## src/rtl/pic_pkg.sv

```systemverilog
package pic_pkg;
  localparam int NUM_SLOTS      = 64;
  localparam int SRC_W          = $clog2(NUM_SLOTS);
  localparam int LVL_W          = 3;
  localparam int PRI_W          = 3;
  localparam int KEY_W          = LVL_W + PRI_W;
  localparam int BUS_W          = 32;
  localparam int BYTES_PER_WORD = BUS_W / 8;
  localparam int MASK_WORDS     = NUM_SLOTS / BUS_W;
  localparam int CTRL_WORDS     = NUM_SLOTS / BYTES_PER_WORD;

  // One candidate in the arbitration tree: key is {level, priority}.
  typedef struct packed {
    logic             vld;
    logic [KEY_W-1:0] key;
    logic [SRC_W-1:0] idx;
  } arb_node_t;
endpackage

```

## src/rtl/pic_regs.sv

```systemverilog
module pic_regs
  import pic_pkg::*;
#(
  parameter int ADDR_W    = 5,
  parameter int MASK_BASE = 0,
  parameter int CTRL_BASE = 16,
  parameter int NUM_FIXED = 7,
  parameter int FIXED_PRI = 4
) (
  input  logic                             clk,
  input  logic                             rst,
  input  logic                             wr_en,
  input  logic                             rd_en,
  input  logic [ADDR_W-1:0]                addr,
  input  logic [BYTES_PER_WORD-1:0]        be,
  input  logic [BUS_W-1:0]                 wdata,
  output logic [BUS_W-1:0]                 rdata,
  output logic [NUM_SLOTS-1:0]             src_mask,
  output logic                             mask_all,
  output logic [NUM_SLOTS-1:0][KEY_W-1:0]  src_key
);

  logic [MASK_WORDS-1:0][BUS_W-1:0] mask_q;
  logic [BUS_W-1:0]                 rd_word;

  genvar w, s;
  generate
    for (w = 0; w < MASK_WORDS; w++) begin : g_mask
      localparam logic [ADDR_W-1:0] WADDR = ADDR_W'(MASK_BASE + w);
      logic [BUS_W-1:0] word_q;
      always_ff @(posedge clk) begin
        if (rst) begin
          word_q <= '1;
        end else if (wr_en && addr == WADDR) begin
          for (int b = 0; b < BYTES_PER_WORD; b++) begin
            if (be[b]) word_q[8*b +: 8] <= wdata[8*b +: 8];
          end
        end
      end
      assign mask_q[w] = word_q;
    end

    for (s = 0; s < NUM_SLOTS; s++) begin : g_ctrl
      localparam logic [ADDR_W-1:0] CADDR = ADDR_W'(CTRL_BASE + s / BYTES_PER_WORD);
      localparam int LANE = s % BYTES_PER_WORD;
      if (s == 0) begin : g_empty
        assign src_key[s] = '0;
      end else if (s <= NUM_FIXED) begin : g_fixed
        assign src_key[s] = {LVL_W'(s), PRI_W'(FIXED_PRI)};
      end else begin : g_prog
        logic [KEY_W-1:0] key_q;
        always_ff @(posedge clk) begin
          if (rst) begin
            key_q <= '0;
          end else if (wr_en && addr == CADDR && be[LANE]) begin
            key_q <= wdata[8*LANE +: KEY_W];
          end
        end
        assign src_key[s] = key_q;
      end
    end
  endgenerate

  // Bit 0 of the low word is the global block, not a source mask.
  assign mask_all = mask_q[0][0];
  assign src_mask = mask_q | NUM_SLOTS'(1);

  always_comb begin
    rd_word = '0;
    for (int i = 0; i < MASK_WORDS; i++) begin
      if (addr == ADDR_W'(MASK_BASE + i)) rd_word = mask_q[i];
    end
    for (int i = 0; i < CTRL_WORDS; i++) begin
      if (addr == ADDR_W'(CTRL_BASE + i)) begin
        for (int b = 0; b < BYTES_PER_WORD; b++) begin
          rd_word[8*b +: 8] = 8'(src_key[i*BYTES_PER_WORD + b]);
        end
      end
    end
  end

  always_ff @(posedge clk) begin
    if (rst) rdata <= '0;
    else     rdata <= rd_en ? rd_word : '0;
  end

endmodule

```

## src/rtl/pic_arb.sv

```systemverilog
module pic_arb
  import pic_pkg::*;
(
  input  logic [NUM_SLOTS-1:0]            req,
  input  logic [NUM_SLOTS-1:0][KEY_W-1:0] key,
  output arb_node_t                       win
);

  localparam int DEPTH = $clog2(NUM_SLOTS);

  genvar st, j;
  generate
    for (st = 0; st <= DEPTH; st++) begin : g_st
      localparam int CNT = NUM_SLOTS >> st;
      arb_node_t node [CNT];
      for (j = 0; j < CNT; j++) begin : g_n
        if (st == 0) begin : g_leaf
          assign node[j] = '{vld: req[j], key: key[j], idx: SRC_W'(j)};
        end else begin : g_cmp
          arb_node_t lo, hi;
          assign lo = g_st[st-1].node[2*j];
          assign hi = g_st[st-1].node[2*j+1];
          // The lower-numbered half wins unless the upper one is strictly better.
          assign node[j] = (hi.vld && (!lo.vld || hi.key > lo.key)) ? hi : lo;
        end
      end
    end
  endgenerate

  assign win = g_st[DEPTH].node[0];

endmodule

```

## src/rtl/pic_top.sv

```systemverilog
module pic_top
  import pic_pkg::*;
#(
  parameter int ADDR_W    = 5,
  parameter int MASK_BASE = 0,
  parameter int CTRL_BASE = 16,
  parameter int NUM_FIXED = 7,
  parameter int FIXED_PRI = 4
) (
  input  logic                      clk,
  input  logic                      rst,
  input  logic [NUM_SLOTS-1:0]      irq_in,
  input  logic                      wr_en,
  input  logic                      rd_en,
  input  logic [ADDR_W-1:0]         addr,
  input  logic [BYTES_PER_WORD-1:0] be,
  input  logic [BUS_W-1:0]          wdata,
  output logic [BUS_W-1:0]          rdata,
  output logic [LVL_W-1:0]          irq_level,
  output logic [SRC_W-1:0]          irq_src
);

  logic [NUM_SLOTS-1:0]            src_mask;
  logic                            mask_all;
  logic [NUM_SLOTS-1:0][KEY_W-1:0] src_key;
  logic [NUM_SLOTS-1:0]            eligible;
  arb_node_t                       win;

  pic_regs #(
    .ADDR_W   (ADDR_W),
    .MASK_BASE(MASK_BASE),
    .CTRL_BASE(CTRL_BASE),
    .NUM_FIXED(NUM_FIXED),
    .FIXED_PRI(FIXED_PRI)
  ) u_regs (
    .clk     (clk),
    .rst     (rst),
    .wr_en   (wr_en),
    .rd_en   (rd_en),
    .addr    (addr),
    .be      (be),
    .wdata   (wdata),
    .rdata   (rdata),
    .src_mask(src_mask),
    .mask_all(mask_all),
    .src_key (src_key)
  );

  genvar i;
  generate
    for (i = 0; i < NUM_SLOTS; i++) begin : g_elig
      assign eligible[i] = irq_in[i] && !src_mask[i] && !mask_all &&
                           (src_key[i][KEY_W-1 -: LVL_W] != '0);
    end
  endgenerate

  pic_arb u_arb (
    .req(eligible),
    .key(src_key),
    .win(win)
  );

  always_ff @(posedge clk) begin
    if (rst || !win.vld) begin
      irq_level <= '0;
      irq_src   <= '0;
    end else begin
      irq_level <= win.key[KEY_W-1 -: LVL_W];
      irq_src   <= win.idx;
    end
  end

endmodule

```

## config.mk

```make
export PLATFORM = sky130hd
export DESIGN_NAME = pic_top
export DESIGN_NICKNAME = d
export VERILOG_FILES = /design/src/rtl/pic_pkg.sv /design/src/rtl/pic_regs.sv /design/src/rtl/pic_arb.sv /design/src/rtl/pic_top.sv
export SDC_FILE = /design/constraint.sdc
export NUM_CORES = 2
export LEC_CHECK = 0
export ABC_AREA = 1
export BUFFER_PORTS_ARGS = -buffer_cell sky130_fd_sc_hd__buf_4
export CAP_MARGIN = 10
export CORE_UTILIZATION = 35
export CTS_BUF_LIST = sky130_fd_sc_hd__clkbuf_2
export CTS_CLUSTER_SIZE = 40
export DETAILED_ROUTE_END_ITERATION = 7
export GPL_TIMING_DRIVEN = 0
export PLACE_DENSITY = 0.53
export SLEW_MARGIN = 20
export SYNTH_ARGS = -nofsm -noshare
export SYNTH_HDL_FRONTEND = slang
export SYNTH_SLANG_ARGS = --single-unit
```

## constraint.sdc

```tcl
create_clock -name clk -period 8.2 [get_ports clk]
set_input_delay 0.41 -clock clk [delete_from_list [all_inputs] [get_ports clk]]
set_output_delay 0.41 -clock clk [all_outputs]
set_load 0.02 [all_outputs]
```

==> results.yml <==
grt:
  grt_max_degree: 17
  grt_pass1_vias: 34600
  grt_usage_pct: 36.9
  grt_first_pass_wirelength_um: 240000
  antenna_found_initial: 19
  grt_overflow_total: 0
worst_setup_path:
  cp.required_ns: 9.54
  cp_data_arrival_time_ns: 10.15
  cp_slowest_cell: "dfxtp_1"
  worstPathMaxFanout: 9
  setup.worst_path.end_class: "flop"
  cp-start-kind: "flop"
  path_class: "reg -> reg"
  critPathMostFrequentCell: "nand2_2"
  rrSetupSlack_ns: -0.60
  cp_slowest_stage_delay_ns: 0.32
logic_synthesis:
  yosys_warnings: 0
  syn_area_per_cell_um2: 6.55
  yosysSeqAreaShare_pct: 28.0
  synth_cells: 4815
  ys_seq_elements: 441
  synth_top_area_share_pct: 28.0
  yosys-top-cells-area: "dfxtp_1, ha_1, nand2_1"
  synth-edff-count: 0
  synthFlopType: "dfxtp_1"
  synth_nets: 5258
  synth_common_cells: "nand2_1, o21ai_0, inv_1, a21oi_1, dfxtp_1"
  syn_area_mm2: 0.0315
  yosysMostFrequentCell: "nand2_1"
  yosysTopAreaCell: "dfxtp_1"
  synthArstFlopShare_pct: 0
  synth_cell_types: 49
timing:
  setup_ws_ns: -0.605
  report.final.slew_viol_count: 0
  holdWs_ns: 0.0342
  maxSlewHeadroom_pct: 12.6
  tns_ns: -4.13
  min_period_ns: 8.80
  setup_violations: 9
  skew_ns: 0.185
  post-route-period-util_pct: 107
  hold_viol: 0
  tightest_slew_ns: 1.31
  rsz0062_at_grt: "true"
  timing.fmax_mhz: 114
floorplan:
  start_util_pct: 35.5
  die_h_um: 302
  std_cell_rows: 109
  die_area_mm2: 0.0913
  coreArea_mm2: 0.0888
  chipWidth_um: 302
  boundaryPins: 150
clock_network:
  clock-sinks: 441
  cts_tree: "yes"
  cts.clk_slew.worst_paths_ns: 0.11
  htreeDepth: 4
  cts-root-buf: "clkbuf_2"
  insertion_delay_ns: 1.63
  ctsLongestPathBuffers: 3
  cts-buffers-inserted: 137
routing:
  vias: 39000
  avgViaCountPerCell: 5.80
  post-route-drc-count: 0
  postRouteAntennaNets: 0
  drt-total-wl_um: 174000
  firstDrtPassIters: 8
  wl_per_cell_um: 25.9
  drtIter0Drc: 5504
cells_and_area:
  syn_to_final_growth_pct: 32.5
  final_util_pct: 47.1
  stdcell_count: 6723
  layout.nets: 5892
  drive_above_1_share_pct: 24.3
  num-fill-cells: 9363
placed_design:
  place_ws_ns: -1.88
  port_buffers: 146
  routabilityCongestion: 1.05
  dpl.hpwl_um: 130000
  placed_cells: 6127
pwr:
  intPower_w: 0.00312
  combPwrFrac_pct: 13.5
  power.switching_w: 0.00161
  power_density_mw_per_mm2: 113
  seq_power_share_pct: 45.8
  ir_drop_mv: 0.129
  power_frac_clock_pct: 40.7
  p_leak_nw: 18.5
  p_sw_share_pct: 34.0
outcome:
  failed_checks: "setup timing"
  status: "finished with violations"
worst_hold_path:
  hold_class: "in -> reg"
run:
  maxCapViolations: 0
path summary, 6_finish.rpt:
path                                          start               to  depth (start not counted)
hold reg to reg   u_regs.g_ctrl[60].g_prog.key_q[2]  u_regs.rdata[2]                          2
setup reg to reg  u_regs.g_ctrl[24].g_prog.key_q[3]       irq_src[1]                         68
setup / recovery  u_regs.g_ctrl[24].g_prog.key_q[3]       irq_src[1]                         68
hold / removal                            irq_in[3]       irq_src[4]                         11
critical path, delay by kind of cell (launching register included):
family / cells / cell delay, ns
fa+ha+maj: 6 / 1.56
simple gates: 28 / 2.48
buf+inv: 16 / 1.84
flops: 1 / 0.32
compound gates: 18 / 2.28
state kept, by name (all words and copies together), names as in the netlist:
signal,flops
irq_level,3
irq_src,6
u_regs.g_ctrl.g_prog.key_q,336
u_regs.g_mask.word_q,64
u_regs.rdata,32
power by group through the flow:
stage | Clock [W] | Combinational [W] | Sequential (W)
6_report | 0.00193 | 0.000637 | 0.00217
5_1_grt | 0.00202 | 0.000648 | 0.00217
4_1_cts | 0.00192 | 0.000587 | 0.00217
3_5_place_dp | 0 | 0.000521 | 0.00222
3_3_place_gp | 0 | 0.000520 | 0.00222
2_1_floorplan | 0 | 0.000227 | 0.00222
layout make-up:
type	instances	area, um2	area share, %
repair buffers	488	4170	9.98
diodes	20	50.0	0.120
clock inverters	36	284	0.680
repair inverters	3	21.3	0.0509
plain buffers	214	1250	3.00
inverters	615	2380	5.70
clock buffers	192	961	2.30
well taps	1165	1460	3.49
multi-input cells	3549	22300	53.3
flip-flops and latches	441	8950	21.4
what timing repair did:
item	CTS	global route
pin swaps	133	130
hold buffers	121	0
endpoints found under the setup margin	9	9
gates cloned	15	6
buffers inserted	162	49
hold endpoints to repair	434	0
gates resized for setup	702	326
routing by layer:
metal,GRT usage [%],share of wire (%),wire length (um),vias up
met4,24.1,7.0,12200,12
met3,9.35,12,20100,527
met5,0,0.042,74,-
met2,51.7,40,69600,2439
li1,-,-,-,17700
met1,49.8,42,72400,18300
metrics by stage:
stage / power, W / instance area [um2]
2_1_floorplan: 0.00245 / 31500
3_3_place_gp: 0.00274 / 34100
3_5_place_dp: 0.00274 / 34100
4_1_cts: 0.00467 / 40100
5_1_grt: 0.00484 / 41800
6_report: 0.00473 / 41800
cell families (layout without fill, tap and decap cells):
group / after synthesis / after routing / synth area share, %
buffers and inverters: 829 / 1548 / 10.4
AND/OR/NAND/NOR: 1739 / 1743 / 23.4
AO/OA/AOI/OAI: 1471 / 1471 / 24.9
multiplexers: 1 / 1 / 0.0317
flip-flops: 441 / 441 / 28.0
adder cells (fa/ha/maj): 334 / 334 / 13.3
other: 0 / 20 / 0
placed cells by master (no fill, tap or decap), types with 74 or more instances in the layout:
| master | count |
|---|---|
| nor2_1 | 201 |
| clkbuf_2 | 212 |
| clkbuf_1 | 132 |
| dfxtp_1 | 364 |
| buf_4 | 340 |
| nand2_1 | 913 |
| nand2_2 | 109 |
| o21ai_2 | 95 |
| dlygate4sd3_1 | 121 |
| inv_1 | 523 |
| inv_2 | 74 |
| o21ai_1 | 133 |
| ha_1 | 282 |
| a21oi_1 | 523 |
| o21ai_0 | 470 |
| nand3_1 | 214 |
No activity file was read; power rests on OpenSTA's default activity.
